File: config.mk
export PLATFORM = sky130hd
export DESIGN_NAME = dual_lane_splitter
export DESIGN_NICKNAME = d
export VERILOG_FILES = /design/src/rtl/dls_pkg.sv /design/src/rtl/dls_ingress.sv /design/src/rtl/dls_delay.sv /design/src/rtl/dls_lane.sv /design/src/rtl/dual_lane_splitter.sv
export SDC_FILE = /design/constraint.sdc
export NUM_CORES = 1
export LEC_CHECK = 0
export BUFFER_PORTS_ARGS = -buffer_cell sky130_fd_sc_hd__buf_2
export CAP_MARGIN = 40
export CELL_PAD_IN_SITES_DETAIL_PLACEMENT = 2
export CELL_PAD_IN_SITES_GLOBAL_PLACEMENT = 2
export CORE_MARGIN = 2
export CORE_UTILIZATION = 52
export DETAILED_ROUTE_END_ITERATION = 10
export PLACE_DENSITY_LB_ADDON = 0.1
export RECOVER_POWER = 100
export REMOVE_ABC_BUFFERS = 1
export SLEW_MARGIN = 30
export SYNTH_ARGS = -nofsm -noshare
export SYNTH_HDL_FRONTEND = slang
export SYNTH_HIERARCHICAL = 1
export SYNTH_SLANG_ARGS = --single-unit
export TNS_END_PERCENT = 100
File: constraint.sdc
create_clock -name clk -period 2.6 [get_ports clk]
set_input_delay 0.13 -clock clk [delete_from_list [all_inputs] [get_ports clk]]
set_output_delay 0.13 -clock clk [all_outputs]
set_load 0.03 [all_outputs]
File: src/rtl/dls_pkg.sv
package dls_pkg;

    typedef enum logic {
        LANE_A = 1'b0,
        LANE_B = 1'b1
    } lane_e;

    function automatic lane_e lane_other(input lane_e cur);
        return (cur == LANE_A) ? LANE_B : LANE_A;
    endfunction

endpackage

File: src/rtl/dls_ingress.sv
module dls_ingress
    import dls_pkg::*;
#(
    parameter int W = 12
) (
    input  logic         clk,
    input  logic         rst_n,
    input  logic [W-1:0] smp_i,
    input  logic         obin_i,
    output logic [W+1:0] stage_o   // {valid, lane, data}
);
    localparam logic [W-1:0] SIGN_BIT = {1'b1, {(W-1){1'b0}}};

    typedef struct packed {
        lane_e          phase;
        logic           vld;
        lane_e          lane;
        logic [W-1:0]   dat;
    } ing_t;

    ing_t st_d, st_q;

    always_comb begin
        st_d       = st_q;
        st_d.vld   = 1'b1;
        st_d.lane  = st_q.phase;
        st_d.dat   = obin_i ? (smp_i ^ SIGN_BIT) : smp_i;
        st_d.phase = lane_other(st_q.phase);
    end

    always_ff @(posedge clk or negedge rst_n) begin
        if (!rst_n) begin
            st_q.phase <= LANE_A;
            st_q.vld   <= 1'b0;
            st_q.lane  <= LANE_A;
            st_q.dat   <= '0;
        end else begin
            st_q <= st_d;
        end
    end

    assign stage_o = {st_q.vld, st_q.lane, st_q.dat};

endmodule

File: src/rtl/dls_delay.sv
module dls_delay #(
    parameter int W     = 14,
    parameter int DEPTH = 39
) (
    input  logic         clk,
    input  logic         rst_n,
    input  logic [W-1:0] in_i,
    output logic [W-1:0] out_o
);
    logic [W-1:0] pipe_d [DEPTH];
    logic [W-1:0] pipe_q [DEPTH];

    always_comb begin
        pipe_d[0] = in_i;
        for (int i = 1; i < DEPTH; i++) begin
            pipe_d[i] = pipe_q[i-1];
        end
    end

    always_ff @(posedge clk or negedge rst_n) begin
        if (!rst_n) begin
            for (int i = 0; i < DEPTH; i++) begin
                pipe_q[i] <= '0;
            end
        end else begin
            for (int i = 0; i < DEPTH; i++) begin
                pipe_q[i] <= pipe_d[i];
            end
        end
    end

    assign out_o = pipe_q[DEPTH-1];

endmodule

File: src/rtl/dls_lane.sv
module dls_lane
    import dls_pkg::*;
#(
    parameter int    W    = 12,
    parameter lane_e LANE = LANE_A
) (
    input  logic         clk,
    input  logic         rst_n,
    input  logic [W+1:0] stage_i,   // {valid, lane, data}
    output logic [W-1:0] dat_o,
    output logic         rdy_o
);
    typedef struct packed {
        logic         rdy;
        logic [W-1:0] dat;
    } lane_t;

    lane_t  ln_d, ln_q;
    logic   hit;

    always_comb begin
        hit    = stage_i[W+1] && (lane_e'(stage_i[W]) == LANE);
        ln_d   = ln_q;
        ln_d.rdy = hit;
        if (hit) begin
            ln_d.dat = stage_i[W-1:0];
        end
    end

    always_ff @(posedge clk or negedge rst_n) begin
        if (!rst_n) begin
            ln_q <= '0;
        end else begin
            ln_q <= ln_d;
        end
    end

    assign dat_o = ln_q.dat;
    assign rdy_o = ln_q.rdy;

endmodule

File: src/rtl/dual_lane_splitter.sv
module dual_lane_splitter
    import dls_pkg::*;
#(
    parameter int W   = 12,
    parameter int LAT = 40
) (
    input  logic         clk,
    input  logic         rst_n,
    input  logic [W-1:0] smp_i,
    input  logic         obin_i,
    output logic [W-1:0] lane_a_o,
    output logic         lane_a_rdy_o,
    output logic [W-1:0] lane_b_o,
    output logic         lane_b_rdy_o
);
    // one register at ingress, LAT-1 in the delay line, one at each lane
    localparam int DLY    = LAT - 1;
    localparam int SW     = W + 2;
    localparam int NLANES = 2;

    logic [SW-1:0] ing_stage;
    logic [SW-1:0] late_stage;
    logic [W-1:0]  lane_dat [NLANES];
    logic          lane_rdy [NLANES];

    dls_ingress #(.W(W)) u_ingress (
        .clk     (clk),
        .rst_n   (rst_n),
        .smp_i   (smp_i),
        .obin_i  (obin_i),
        .stage_o (ing_stage)
    );

    dls_delay #(.W(SW), .DEPTH(DLY)) u_delay (
        .clk   (clk),
        .rst_n (rst_n),
        .in_i  (ing_stage),
        .out_o (late_stage)
    );

    for (genvar g = 0; g < NLANES; g++) begin : g_lane
        dls_lane #(
            .W    (W),
            .LANE ((g == 0) ? LANE_A : LANE_B)
        ) u_lane (
            .clk     (clk),
            .rst_n   (rst_n),
            .stage_i (late_stage),
            .dat_o   (lane_dat[g]),
            .rdy_o   (lane_rdy[g])
        );
    end

    assign lane_a_o     = lane_dat[0];
    assign lane_a_rdy_o = lane_rdy[0];
    assign lane_b_o     = lane_dat[1];
    assign lane_b_rdy_o = lane_rdy[1];

endmodule

; After elaboration in Yosys (flattened, before gate mapping)
; Cells that the tools add are included.
[totals]
latchBits = 0
output_inout_bits = 26
input_bits = 15
n_memories = 0
word_cells = 53
ram_bits = 0
reg_bits = 587
mem_bits_ro = 0
[classes]
addsub = 0
div = 0
bitwise = 2
reduce_logical = 2
order_cmp = 0
shift = 0
n_eq_ne = 0
muxes = 2
mul = 0
[op_table]
columns = cell, count
row1 = 2-to-1 mux 12 bit, 1
row2 = logical AND 1 bit, 2
row3 = NOT 1 bit, 2
row4 = 2-to-1 mux 1 bit, 1

; Logic depth before layout (Yosys ltp)
; Gate-level depths: netlist of run 1.
[logic_depth]
depth_word = 2
depth_mapped = 3
mapped_depth_nobuf = 2

; Cells and area by module
; Netlist of run 1, hierarchy kept.
[modules_own_cells]
columns = module, cells_each, area_each_um2, instances, seq_area_each_um2
row1 = dls_delay, 546, 13663.1, 1, 13663.1
row2 = dls_lane (g_lane[0].u_lane), 27, 528.0, 1, 325.3
row3 = dls_lane (g_lane[1].u_lane), 28, 515.5, 1, 325.3
row4 = dls_ingress, 18, 391.6, 1, 375.4

; Least setup slack after synthesis of run 1
; OpenSTA, ideal clock, no wires.
[synth_path]
path_kind = reg-to-reg
startpoint = register u_delay.pipe_q, in the netlist u_delay/out_o[12]
endpoint = register g_lane[0].u_lane.ln_q, in the netlist g_lane[0].u_lane/dat_o[0]
setup_time_ps = 125
path_buffers = 1
required_time_ps = 2475
setup_slack_ps = 1468
synth_period_minus_slack_ps = 1132
arrival_time_ps = 1007
path_stages_with_launch = 4
path_cell_list = dfrtp_1 > nor2b_4 > buf_12 > mux2_4
[synth_via]
elab_chain_len = 2
[synth_rtl]
columns = item, line
row1 = "start, declared", dls_delay.sv:11  ; logic [W-1:0] pipe_q [DEPTH];
row2 = "start signal, assigned by index", dls_delay.sv:27  ; pipe_q[i] <= pipe_d[i];
row3 = NOT 1 bit, dls_lane.sv:22  ; hit = stage_i[W+1] && (lane_e'(stage_i[W]) == LANE);
row4 = logical AND 1 bit, dls_lane.sv:22
row5 = net g_lane[0].u_lane.hit, dls_lane.sv:19  ; logic hit;
row6 = "end signal, assigned", dls_lane.sv:34  ; ln_q <= ln_d;
row7 = "end, declared", dls_lane.sv:18  ; lane_t ln_d, ln_q;
; The timed path passes the listed nets, and every way through them passes these cells.
; A chain may end at the register's enable or synchronous reset.

==> tab_implementation.tex, run 1 <==
\begin{tabular}{lr}
\hline
Metric & Value \\
\hline
\multicolumn{2}{l}{\textbf{Outcome}} \\
\quad Outcome & complete, no violations \\
\multicolumn{2}{l}{\textbf{Floorplanning}} \\
\quad IO Pins & 41 \\
\quad Area of the die & between 30000 and 40000 um\^{}2 \\
\quad Horiz. Die Dim & around 170 um \\
\quad Area inside the core boundary & 28630 um\^{}2 \\
\quad Starting Density & 52.74\% \\
\quad Std cell rows & 62 \\
\quad Overall die height & 174.4 um \\
\multicolumn{2}{l}{\textbf{Power}} \\
\quad Static leakage & roughly 0.0080 uW \\
\quad Power density relative to cell area & 999.7 nW/um\^{}2 \\
\quad Power after layout & 17630 uW \\
\quad Maximum VDD drop & 0.6285 mV \\
\multicolumn{2}{l}{\textbf{Final layout}} \\
\quad Inserted Diodes & 0 \\
\quad Fraction of the core area covered by cells at the end of the flow & 61.61\% \\
\quad Ratio of cells with drive above 1 in the final layout & 13.71\% \\
\quad Synth-to-Final Area Change & 16.80\% \\
\quad Fillcell total & 2140 \\
\quad Post-layout nets & between 700 and 800 \\
\multicolumn{2}{l}{\textbf{Synthesis}} \\
\quad Number of enable-type register cells in the synthesized netlist & 0 \\
\quad Synth Flop Type & sky130\_fd\_sc\_hd\_\_dfrtp\_1 \\
\quad Distinct cell type count of the synthesized netlist & 10 \\
\quad Library cell occupying the most area in the post-synthesis netlist & sky130\_fd\_sc\_hd\_\_dfrtp\_1 \\
\quad Yosys reg bits & 587 \\
\quad Ranking of synthesized cells by area & sky130\_fd\_sc\_hd\_\_dfrtp\_1, sky130\_fd\_sc\_hd\_\_mux2\_4, sky130\_fd\_sc\_hd\_\_mux2\_2, sky130\_fd\_sc\_hd\_\_buf\_12, sky130\_fd\_sc\_hd\_\_nor2b\_4 \\
\quad Sequential area share after synthesis & slightly below 100\% \\
\quad Synthesized cell area & 15100 um\^{}2 \\
\quad Proportion of register bits with asynchronous set or reset after synthesis & 100.0\% \\
\quad Top cells by count, synth & sky130\_fd\_sc\_hd\_\_dfrtp\_1, sky130\_fd\_sc\_hd\_\_mux2\_4, sky130\_fd\_sc\_hd\_\_mux2\_2, sky130\_fd\_sc\_hd\_\_inv\_1 \\
\quad Number of warnings printed during yosys synthesis & 6 \\
\quad Area share of the largest cell type after synthesis & 97.29\% \\
\quad Synthesized instance count & 619 \\
\quad Cell with the most instances after synthesis & sky130\_fd\_sc\_hd\_\_dfrtp\_1 \\
\quad Mean instance size in the synthesized netlist & 24.39 um\^{}2 \\
\multicolumn{2}{l}{\textbf{CTS}} \\
\quad CTS tree & done \\
\quad CTS HTree Levels & 2 \\
\quad Buffer type at the clock tree root & sky130\_fd\_sc\_hd\_\_clkbuf\_16 \\
\quad Post CTS Setup Buffer Count & 0 \\
\quad Sink count of the clock tree & 587 \\
\quad Num CTS Buffers & 53 \\
\quad Clk Latency, worst-skew pair & 540 ps \\
\quad Deepest clock path buffer count & 3 \\
\quad Register clock-pin slew on the reported worst setup and hold paths & about 60 ps \\
\multicolumn{2}{l}{\textbf{Worst setup path}} \\
\quad Slowest cell on the critical path & sky130\_fd\_sc\_hd\_\_clkbuf\_4 \\
\quad Crit path capture type & asynchronous set/reset pin \\
\quad Worst r2r dst & g\_lane[1].u\_lane/dat\_o[8] \\
\quad Startpoint Class & input pin \\
\quad List of cells traversed by the critical path & dlygate4sd3\_1, clkbuf\_4, clkbuf\_1 \\
\quad FF-to-FF path depth & 2 \\
\quad Required time of the worst setup path & $\sim$3200 ps \\
\quad Largest incremental delay on the critical path & 1090 ps \\
\quad Cell type group with the largest total delay on the critical path & buffers and inverters \\
\quad Max FO, Critical Path & 99 \\
\quad Register-to-register setup slack & 1150 ps \\
\quad WS Path Type & input pin to asynchronous set/reset pin \\
\quad Data arrival, critical path & between 2000 and 2500 ps \\
\quad Total buffers and inverters traversed by the critical path & 3 \\
\quad Critical R2R Launch & u\_delay/out\_o[12] \\
\multicolumn{2}{l}{\textbf{GRT}} \\
\quad Via count of the first global-routing pass & 6574 \\
\quad Routing usage on met2 & between 20\% and 30\% \\
\quad Total congestion overflow after global routing & 0 \\
\quad Most used routing layer in global routing & met2 \\
\quad Wire length of the first global-routing pass & 39100 um \\
\quad Initial antenna violation count & 0 \\
\quad Met1 routing resource usage after global routing & 22.82\% \\
\quad Maximum number of pins on one net before global-route repair & 100 \\
\quad Aggregate global-route resource usage & between 15 and 20\% \\
\quad Grt met3 use & 3.675\% \\
\multicolumn{2}{l}{\textbf{Detailed routing}} \\
\quad Total number of vias & 5233 \\
\quad Pre-antenna DRT Iters & 4 \\
\quad DR WL/cell & between 20 and 25 um \\
\quad Avg Vias per Cell & 4.523 \\
\quad Post-detailed-route DRC marker count & 0 \\
\quad DR iter-0 viols & 236 \\
\quad Final ANT Viol Nets & 0 \\
\quad Total wirelength of the detailed-routed design & 23240 um \\
\multicolumn{2}{l}{\textbf{STA}} \\
\quad Slew margin rel. & 0.9592\% \\
\quad Max Clk Rate & 583.0 MHz \\
\quad Actual transition at the worst max-transition pin & 1486 ps \\
\quad Final Setup Violations & 0 \\
\quad Max-slew violation total from the final report & 0 \\
\quad Unrepaired setup endpoints after global routing & false \\
\quad Fin crit share & 65.97\% \\
\quad Number of hold violations in the final report & 0 \\
\quad Final setup skew & 14.01 ps \\
\quad Total negative slack & 0 ps \\
\quad Final Critical Period & 1715 ps \\
\multicolumn{2}{l}{\textbf{Min path}} \\
\quad Worst min-delay path endpoint & u\_ingress/stage\_o[10] \\
\quad Hold Crit Class & input pin to flip-flop \\
\quad Hold depth & 2 \\
\quad Worst Hold Launch & smp\_i[10] \\
\multicolumn{2}{l}{\textbf{Placement}} \\
\quad Gpl congestion & 0.6420 \\
\quad Detail Placement HPWL & roughly 10000 um \\
\quad Port bufs & 40 \\
\multicolumn{2}{l}{\textbf{Flow run}} \\
\quad Number of maximum-capacitance constraint violations & 0 \\
\hline
\end{tabular}
==> registers in the layout, summed over array words and instances, names as in the netlist <==
| signal | flops |
|---|---|
| g_lane.u_lane/dat_o | 24 |
| g_lane.u_lane/rdy_o | 2 |
| u_delay/out_o | 14 |
| u_delay/pipe_d | 532 |
| u_ingress/st_d | 1 |
| u_ingress/stage_o | 14 |
==> cells in the final DEF (no fill, tap or decap), drive strengths merged <==
cell / n
clkinv: 5
buf: 22
clkbuf: 113
conb: 1
inv: 3
nand2: 1
nor2b: 1
mux2: 24
dlygate4sd3: 14
xor2: 1
dfrtp: 587
bufinv: 1
==> cells by family after synthesis <==
kind of cell | Yosys count | synth area share (%)
and+or+nand+nor | 2 | 0.1326
DFF | 587 | 97.29
muxes | 24 | 2.237
buffers and inverters | 4 | 0.2569
other | 1 | 0.02484
xor gates and xnor gates | 1 | 0.05802
==> report_power, final <==
group | total (uW) | internal [uW] | switching, uW
Combinational | 384 | 88.2 | 296
Sequential | 9810 | 9620 | 192
Clock | 7440 | 4340 | 3100
Total | 17600 | 14000 | 3580
==> routing by layer <==
metal	part of all wire [%]	routed length (um)
met1	41	9435
met4	1.5	357
met3	3.9	902
met2	54	12540
met5	0	0
==> stage by stage <==
stage                     hold slack, ps  setup WS, ps  instance area [um^2]  cells
final                              236.7         884.7                 17630   1157
after global routing               205.0         641.6                 17630   1157
after global placement             219.2          1278                 15930   1054
after floorplan                   -165.6          1368                 15070    617
after detailed placement           239.6          1198                 15930   1054
after CTS                          192.7          1169                 17750   1157
==> worst max path at each step <==
| stage | endpoint | start | depth (start not counted) |
|---|---|---|---|
| after CTS | g_lane[0].u_lane/dat_o[11] | u_delay/out_o[12] | 2 |
| after global routing | u_delay/pipe_d[107] | rst_n | 3 |
| after detailed placement | g_lane[0].u_lane/dat_o[9] | u_delay/out_o[12] | 2 |
| after global placement | g_lane[0].u_lane/dat_o[11] | u_delay/out_o[12] | 2 |
| after floorplan | g_lane[0].u_lane/dat_o[11] | u_delay/out_o[12] | 2 |
| final | u_delay/pipe_d[107] | rst_n | 3 |
==> final cells by class <==
class	count	area (um^2)	area share, %
Multi-Input combinational cell	28	300.3	1.703
Tap cell	384	480.5	2.725
Inverter	2	7.507	0.04257
Timing Repair Buffer	67	475.5	2.696
Clock buffer	82	1618	9.174
Clock inverter	7	63.81	0.3619
Sequential cell	587	14690	83.30
==> repair_timing <==
action                                 in CTS  in global routing
gates resized for setup                     0                  0
endpoints found under the hold margin      98                  0
hold buffers                               14                  0
(Power assumes the default switching activity.)
==> run 2: changes to the inputs <==
--- a/config.mk
+++ b/config.mk
@@ -10,7 +10,7 @@
 export CELL_PAD_IN_SITES_DETAIL_PLACEMENT = 2
 export CELL_PAD_IN_SITES_GLOBAL_PLACEMENT = 2
 export CORE_MARGIN = 2
-export CORE_UTILIZATION = 52
+export CORE_UTILIZATION = 44
 export DETAILED_ROUTE_END_ITERATION = 10
 export PLACE_DENSITY_LB_ADDON = 0.1
 export RECOVER_POWER = 100
==> constraint.sdc (replaced) <==
create_clock -name clk -period 1.5 [get_ports clk]
set_input_delay 0.075 -clock clk [delete_from_list [all_inputs] [get_ports clk]]
set_output_delay 0.075 -clock clk [all_outputs]
set_load 0.03 [all_outputs]
==> tab_implementation.tex, run 2 (synthesis results as in run 1) <==
\begin{tabular}{lr}
\hline
Metric & Value \\
\hline
\multicolumn{2}{l}{\textbf{Outcome}} \\
\quad Outcome & complete, no violations (unchanged) \\
\multicolumn{2}{l}{\textbf{Worst setup path}} \\
\quad Largest incremental delay on the critical path & 370 ps (was 1090 ps) \\
\quad Cell type group with the largest total delay on the critical path & flip-flops (was buffers and inverters) \\
\quad Max FO, Critical Path & 2 (was 99) \\
\quad Slowest cell on the critical path & sky130\_fd\_sc\_hd\_\_dfrtp\_1 (was sky130\_fd\_sc\_hd\_\_clkbuf\_4) \\
\quad List of cells traversed by the critical path & clkbuf\_1 (was dlygate4sd3\_1, clkbuf\_4, clkbuf\_1) \\
\quad Total buffers and inverters traversed by the critical path & 1 (was 3) \\
\quad Startpoint Class & flip-flop (was input pin) \\
\quad Instance count on the critical path & 1 (was 3) \\
\quad Required time of the worst setup path & 1420 ps (was 3240 ps) \\
\quad Data arrival, critical path & 1250 ps (was 2350 ps) \\
\quad Crit path capture type & output port (was asynchronous set/reset pin) \\
\quad WS Path Type & flip-flop to output port (was input pin to asynchronous set/reset pin) \\
\quad FF-to-FF path depth & 3 (was 2) \\
\multicolumn{2}{l}{\textbf{GRT}} \\
\quad Routing usage on met2 & 20.33\% (was 29.83\%) \\
\quad Wire length of the first global-routing pass & 35180 um (was 39100 um) \\
\quad Initial antenna violation count & 0 (unchanged) \\
\quad Maximum number of pins on one net before global-route repair & 91 (was 100) \\
\quad Grt met3 use & 2.929\% (was 3.675\%) \\
\quad Most used routing layer in global routing & met2 (unchanged) \\
\quad Aggregate global-route resource usage & 12.49\% (was 17.26\%) \\
\quad Met1 routing resource usage after global routing & 16.96\% (was 22.82\%) \\
\quad Total congestion overflow after global routing & 0 (unchanged) \\
\quad Via count of the first global-routing pass & 6458 (was 6574) \\
\multicolumn{2}{l}{\textbf{Floorplanning}} \\
\quad Area of the die & 35810 um\^{}2 (was 30410 um\^{}2) \\
\quad Starting Density & 44.80\% (was 52.74\%) \\
\quad Horiz. Die Dim & 189.2 um (was 174.4 um) \\
\quad Area inside the core boundary & 33700 um\^{}2 (was 28630 um\^{}2) \\
\quad Std cell rows & 67 (was 62) \\
\quad IO Pins & 41 (unchanged) \\
\quad Overall die height & 189.2 um (was 174.4 um) \\
\multicolumn{2}{l}{\textbf{STA}} \\
\quad Slew margin rel. & 43.19\% (was 0.9592\%) \\
\quad Actual transition at the worst max-transition pin & 852.2 ps (was 1486 ps) \\
\quad Final setup skew & 12.90 ps (was 14.01 ps) \\
\quad Fin crit share & 88.66\% \\
\quad Max Clk Rate & 751.9 MHz \\
\quad Number of hold violations in the final report & 0 (unchanged) \\
\quad Total negative slack & 0 ps (unchanged) \\
\quad Final Setup Violations & 0 (unchanged) \\
\quad Unrepaired setup endpoints after global routing & false (unchanged) \\
\quad Final Critical Period & 1330 ps \\
\quad Max-slew violation total from the final report & 0 (unchanged) \\
\multicolumn{2}{l}{\textbf{Detailed routing}} \\
\quad Post-detailed-route DRC marker count & 0 (unchanged) \\
\quad Total number of vias & 5264 (was 5233) \\
\quad DR iter-0 viols & 181 (was 236) \\
\quad Final ANT Viol Nets & 0 (unchanged) \\
\quad DR WL/cell & 16.05 um (was 20.09 um) \\
\quad Avg Vias per Cell & 4.235 (was 4.523) \\
\quad Pre-antenna DRT Iters & 3 (was 4) \\
\quad Total wirelength of the detailed-routed design & 19950 um (was 23240 um) \\
\multicolumn{2}{l}{\textbf{Power}} \\
\quad Power density relative to cell area & 1736 nW/um\^{}2 (was 999.7 nW/um\^{}2) \\
\quad Maximum VDD drop & 0.9462 mV (was 0.6285 mV) \\
\quad Static leakage & 0.008130 uW (was 0.008038 uW) \\
\multicolumn{2}{l}{\textbf{Placement}} \\
\quad Placed Area & 16110 um\^{}2 (was 15930 um\^{}2) \\
\quad Port bufs & 40 (unchanged) \\
\quad Gpl congestion & 0.6518 (was 0.6420) \\
\quad Detail Placement HPWL & 10310 um (was 10020 um) \\
\multicolumn{2}{l}{\textbf{CTS}} \\
\quad CTS tree & done (unchanged) \\
\quad Buffer type at the clock tree root & sky130\_fd\_sc\_hd\_\_clkbuf\_16 (unchanged) \\
\quad Sink count of the clock tree & 587 (unchanged) \\
\quad Deepest clock path buffer count & 3 (unchanged) \\
\quad Number of buffers inserted for hold repair after clock tree synthesis & 14 (unchanged) \\
\quad Cells resized by post-CTS repair & 0 (unchanged) \\
\quad Post CTS Setup Buffer Count & 0 (unchanged) \\
\quad Register clock-pin slew on the reported worst setup and hold paths & 60 ps (about the same) \\
\quad Clk Latency, worst-skew pair & 550 ps (was 540 ps) \\
\quad Num CTS Buffers & 56 (was 53) \\
\quad CTS HTree Levels & 2 (unchanged) \\
\multicolumn{2}{l}{\textbf{Final layout}} \\
\quad Most common library cell in the layout ignoring fill and taps & sky130\_fd\_sc\_hd\_\_dfrtp\_1 (unchanged) \\
\quad Max FFs per register & 532 (unchanged) \\
\quad Cell area after layout & 17900 um\^{}2 (was 17630 um\^{}2) \\
\quad Fillcell total & 2830 (was 2140) \\
\quad Ratio of cells with drive above 1 in the final layout & 15.09\% (was 13.71\%) \\
\quad Most frequent cells in the layout & sky130\_fd\_sc\_hd\_\_dfrtp\_1, sky130\_fd\_sc\_hd\_\_clkbuf\_16, sky130\_fd\_sc\_hd\_\_clkbuf\_1 (unchanged) \\
\quad Inserted Diodes & 0 (unchanged) \\
\quad Synth-to-Final Area Change & 18.53\% (was 16.80\%) \\
\quad Post-layout nets & 765 (was 754) \\
\multicolumn{2}{l}{\textbf{Min path}} \\
\quad Hold Crit Class & input pin to asynchronous set/reset pin (was input pin to flip-flop) \\
\multicolumn{2}{l}{\textbf{Flow run}} \\
\quad Number of maximum-capacitance constraint violations & 0 (unchanged) \\
\hline
\end{tabular}
-- run 2: path summary, 6_finish.rpt --
check	from	endpoint	slack, ps
min in group clk	smp_i[7]	u_ingress/stage_o[7]	160
worst min register to register	u_delay/pipe_d[399]	u_delay/pipe_d[385]	340
worst min-delay path	rst_n	u_delay/out_o[13]	20
worst max-delay path	g_lane[0].u_lane/dat_o[11]	lane_a_o[11]	170
max in group asynchronous	rst_n	u_delay/pipe_d[432]	300
worst max register to register	u_delay/out_o[12]	g_lane[0].u_lane/dat_o[0]	210
-- run 2: through the flow --
stage                     hold slack (ps)  utilization [%]  total power [uW]  cells  worst slack [ps]
after floorplan                    -220.6                -             17340    617             267.6
after global placement             -6.100            47.80             17860   1126             275.1
after detailed placement            2.907            47.80             17980   1126             236.1
after CTS                           18.48            53.64             31800   1243             215.6
after global routing                18.80            53.10             32500   1243             90.60
final                               21.04            53.10             31070   1243             170.1
-- run 2: worst reg2reg max path: stages (launching register included) --
cell	delay (ps)
sky130_fd_sc_hd__dfrtp_1	390
sky130_fd_sc_hd__nor2b_1	240
sky130_fd_sc_hd__buf_12	190
sky130_fd_sc_hd__mux2_1	340
-- run 2: cell type report --
| type | instances | area [um^2] | share of cell area (%) |
|---|---|---|---|
| multi-input combinational | 28 | 299.0 | 1.671 |
| inverter | 2 | 7.507 | 0.04195 |
| tap | 448 | 560.5 | 3.132 |
| timing repair buffer | 75 | 510.5 | 2.853 |
| clock buffer | 94 | 1755 | 9.809 |
| sequential | 587 | 14690 | 82.08 |
| clock inverter | 9 | 73.82 | 0.4125 |
-- run 2: report_power, final --
group / switching (uW) / leakage, uW / internal [uW] / total, uW
Clock: 5380 / 0.000906 / 8090 / 13500
Sequential: 275 / 0.00685 / 16700 / 16900
Combinational: 508 / 0.000369 / 150 / 658
-- run 2: per-layer routing --
layer | share of wire [%] | vias up
met2 | 51 | 102
met3 | 4.0 | 44
met5 | 0 | -
met4 | 2.6 | 0
met1 | 43 | 2911
li1 | - | 2207
==> run 3: changes to the inputs <==
--- a/config.mk
+++ b/config.mk
@@ -10,7 +10,8 @@
 export CELL_PAD_IN_SITES_DETAIL_PLACEMENT = 2
 export CELL_PAD_IN_SITES_GLOBAL_PLACEMENT = 2
 export CORE_MARGIN = 2
-export CORE_UTILIZATION = 44
+export CORE_UTILIZATION = 47
+export CTS_BUF_LIST = sky130_fd_sc_hd__clkbuf_8
 export DETAILED_ROUTE_END_ITERATION = 10
 export PLACE_DENSITY_LB_ADDON = 0.1
 export RECOVER_POWER = 100
==> tab_implementation.tex, run 3 (synthesis results as in run 1) <==
\begin{tabular}{lr}
\hline
Metric & Value \\
\hline
\multicolumn{2}{l}{\textbf{Power}} \\
\quad Power spent charging and discharging nets & 6627 uW (was 6160 uW) \\
\quad Switching power as a share of total power & 21.40\% (was 19.83\%) \\
\quad Share of total power in sequential cells & 54.7\% (was 54.5\%) \\
\quad Proportion of power drawn by combinational gates & 2.1\% (about the same) \\
\quad Internal power & 24340 uW (was 24910 uW) \\
\quad Static leakage & 0.008317 uW (was 0.008130 uW) \\
\quad Maximum VDD drop & 0.7352 mV (was 0.9462 mV) \\
\quad Power density relative to cell area & 1728 nW/um\^{}2 (was 1736 nW/um\^{}2) \\
\quad Clock network power share & 43.2\% (was 43.3\%) \\
\multicolumn{2}{l}{\textbf{Worst setup path}} \\
\quad Critical R2R Launch & u\_delay/out\_o[12] (unchanged) \\
\quad Largest incremental delay on the critical path & 360 ps (was 370 ps) \\
\quad Data arrival, critical path & 1280 ps (was 1250 ps) \\
\quad Cell type group with the largest total delay on the critical path & flip-flops (unchanged) \\
\quad Max FO, Critical Path & 2 (unchanged) \\
\quad Critical Path Source & g\_lane[0].u\_lane/dat\_o[6] (was g\_lane[0].u\_lane/dat\_o[11]) \\
\quad Required time of the worst setup path & 1420 ps (about the same) \\
\quad Startpoint Class & flip-flop (unchanged) \\
\quad Slowest cell on the critical path & sky130\_fd\_sc\_hd\_\_dfrtp\_1 (unchanged) \\
\quad List of cells traversed by the critical path & clkbuf\_1 (unchanged) \\
\quad Total buffers and inverters traversed by the critical path & 1 (unchanged) \\
\quad WS Path Type & flip-flop to output port (unchanged) \\
\quad Crit path capture type & output port (unchanged) \\
\multicolumn{2}{l}{\textbf{Outcome}} \\
\quad Outcome & complete, no violations (unchanged) \\
\multicolumn{2}{l}{\textbf{CTS}} \\
\quad Deepest clock path buffer count & 3 (unchanged) \\
\quad Number of buffers inserted for hold repair after clock tree synthesis & 15 (was 14) \\
\quad CTS HTree Levels & 3 (was 2) \\
\quad Num CTS Buffers & 89 (was 56) \\
\quad Clk Latency, worst-skew pair & 610 ps (was 550 ps) \\
\quad Sink count of the clock tree & 587 (unchanged) \\
\quad CTS tree & done (unchanged) \\
\quad Post CTS Setup Buffer Count & 0 (unchanged) \\
\quad Buffer type at the clock tree root & sky130\_fd\_sc\_hd\_\_clkbuf\_8 (was sky130\_fd\_sc\_hd\_\_clkbuf\_16) \\
\quad Cells resized by post-CTS repair & 0 (unchanged) \\
\quad Register clock-pin slew on the reported worst setup and hold paths & 60 ps (about the same) \\
\multicolumn{2}{l}{\textbf{GRT}} \\
\quad Aggregate global-route resource usage & 13.34\% (was 12.49\%) \\
\quad Total congestion overflow after global routing & 0 (unchanged) \\
\quad Via count of the first global-routing pass & 6834 (was 6458) \\
\quad Initial antenna violation count & 0 (unchanged) \\
\quad Maximum number of pins on one net before global-route repair & 105 (was 91) \\
\quad Wire length of the first global-routing pass & 35200 um (was 35180 um) \\
\multicolumn{2}{l}{\textbf{Floorplanning}} \\
\quad Starting Density & 47.85\% (was 44.80\%) \\
\quad Overall die height & 183.2 um (was 189.2 um) \\
\quad Area inside the core boundary & 31560 um\^{}2 (was 33700 um\^{}2) \\
\quad IO Pins & 41 (unchanged) \\
\quad Std cell rows & 65 (was 67) \\
\quad Area of the die & 33570 um\^{}2 (was 35810 um\^{}2) \\
\quad Horiz. Die Dim & 183.2 um (was 189.2 um) \\
\multicolumn{2}{l}{\textbf{STA}} \\
\quad Final Critical Period & 1360 ps (was 1330 ps) \\
\quad Final setup skew & 28.13 ps (was 12.90 ps) \\
\quad Final Setup Violations & 0 (unchanged) \\
\quad Fin crit share & 90.64\% (was 88.66\%) \\
\quad Total negative slack & 0 ps (unchanged) \\
\quad Actual transition at the worst max-transition pin & 531.3 ps (was 852.2 ps) \\
\quad Max Clk Rate & 735.5 MHz (was 751.9 MHz) \\
\quad Hold slack & 94.60 ps (was 21.04 ps) \\
\quad Slew margin rel. & 64.58\% (was 43.19\%) \\
\quad Number of hold violations in the final report & 0 (unchanged) \\
\quad Unrepaired setup endpoints after global routing & false (unchanged) \\
\quad Max-slew violation total from the final report & 0 (unchanged) \\
\multicolumn{2}{l}{\textbf{Final layout}} \\
\quad Most frequent cells in the layout & sky130\_fd\_sc\_hd\_\_dfrtp\_1, sky130\_fd\_sc\_hd\_\_clkbuf\_8, sky130\_fd\_sc\_hd\_\_inv\_1 (was sky130\_fd\_sc\_hd\_\_dfrtp\_1, sky130\_fd\_sc\_hd\_\_clkbuf\_16, sky130\_fd\_sc\_hd\_\_clkbuf\_1) \\
\quad Synth-to-Final Area Change & 18.70\% (was 18.53\%) \\
\quad Inserted Diodes & 0 (unchanged) \\
\quad Most common library cell in the layout ignoring fill and taps & sky130\_fd\_sc\_hd\_\_dfrtp\_1 (unchanged) \\
\quad Ratio of cells with drive above 1 in the final layout & 19.36\% (was 15.09\%) \\
\quad Post-layout nets & 792 (was 765) \\
\quad Max FFs per register & 532 (unchanged) \\
\quad Fraction of the core area covered by cells at the end of the flow & 56.80\% (was 53.10\%) \\
\multicolumn{2}{l}{\textbf{Min path}} \\
\quad Hold Crit Class & input pin to flip-flop (was input pin to asynchronous set/reset pin) \\
\quad Worst Hold Launch & smp\_i[0] \\
\multicolumn{2}{l}{\textbf{Placement}} \\
\quad Gpl congestion & 0.6473 (was 0.6518) \\
\quad Detail Placement HPWL & 9328 um (was 10310 um) \\
\quad Port bufs & 40 (unchanged) \\
\multicolumn{2}{l}{\textbf{Detailed routing}} \\
\quad Avg Vias per Cell & 4.359 (was 4.235) \\
\quad Pre-antenna DRT Iters & 2 (was 3) \\
\quad Total number of vias & 5445 (was 5264) \\
\quad Final ANT Viol Nets & 0 (unchanged) \\
\quad Total wirelength of the detailed-routed design & 19660 um (was 19950 um) \\
\quad DR iter-0 viols & 316 (was 181) \\
\quad DR WL/cell & 15.74 um (was 16.05 um) \\
\quad Post-detailed-route DRC marker count & 0 (unchanged) \\
\multicolumn{2}{l}{\textbf{Flow run}} \\
\quad Number of maximum-capacitance constraint violations & 0 (unchanged) \\
\hline
\end{tabular}
run 3: final cells by class:
type	count	area, um^2
clock buffers	113	1555
clock inverters	48	340.3
fillers	2586	13630
inverters	2	7.507
multi-input cells	28	299.0
flip-flops and latches	587	14690
well taps	402	503.0
repair buffers	69	528.0
run 3: stage by stage:
stage	worst slack, ps	instances	power [uW]	area, um^2
final	140.4	1249	30970	17920
after global routing	48.85	1249	32510	17920
after CTS	175.3	1249	31720	18060
after detailed placement	193.4	1073	17950	16010
after global placement	281.4	1073	17850	16010
after floorplan	267.6	617	17340	15070
run 3: path summary, 6_finish.rpt:
| kind | endpoint | slack (ps) | cells after the start |
|---|---|---|---|
| worst max-delay path | lane_a_o[6] | 140 | 1 |
| worst min-delay path | u_ingress/stage_o[0] | 90 | 2 |
| worst max register to register | g_lane[0].u_lane/dat_o[6] | 250 | 3 |
| worst min register to register | u_delay/pipe_d[393] | 330 | 0 |
| max in group asynchronous | u_delay/pipe_d[409] | 210 | 4 |
| min in group asynchronous | u_delay/pipe_d[145] | 470 | 3 |
run 3: power by group through the flow:
stage	Clock, uW	Sequential (uW)	Combinational [uW]
floorplan	0	17200	100
global route	14700	17000	746
CTS	14000	17000	757
finish	13400	16900	655
detailed placement	0	17200	725
global placement	0	17200	689
run 3: per-layer routing:
layer  routed length (um)  track usage (%)  up-vias  share of wire (%)
met4                  694            6.816        0                3.5
met2                 9615            21.05      123                 49
met3                  822            3.535       55                4.2
met5                    0                0        -                  0
met1                 8523            17.36     2997                 43
li1                     -                -     2270                  -
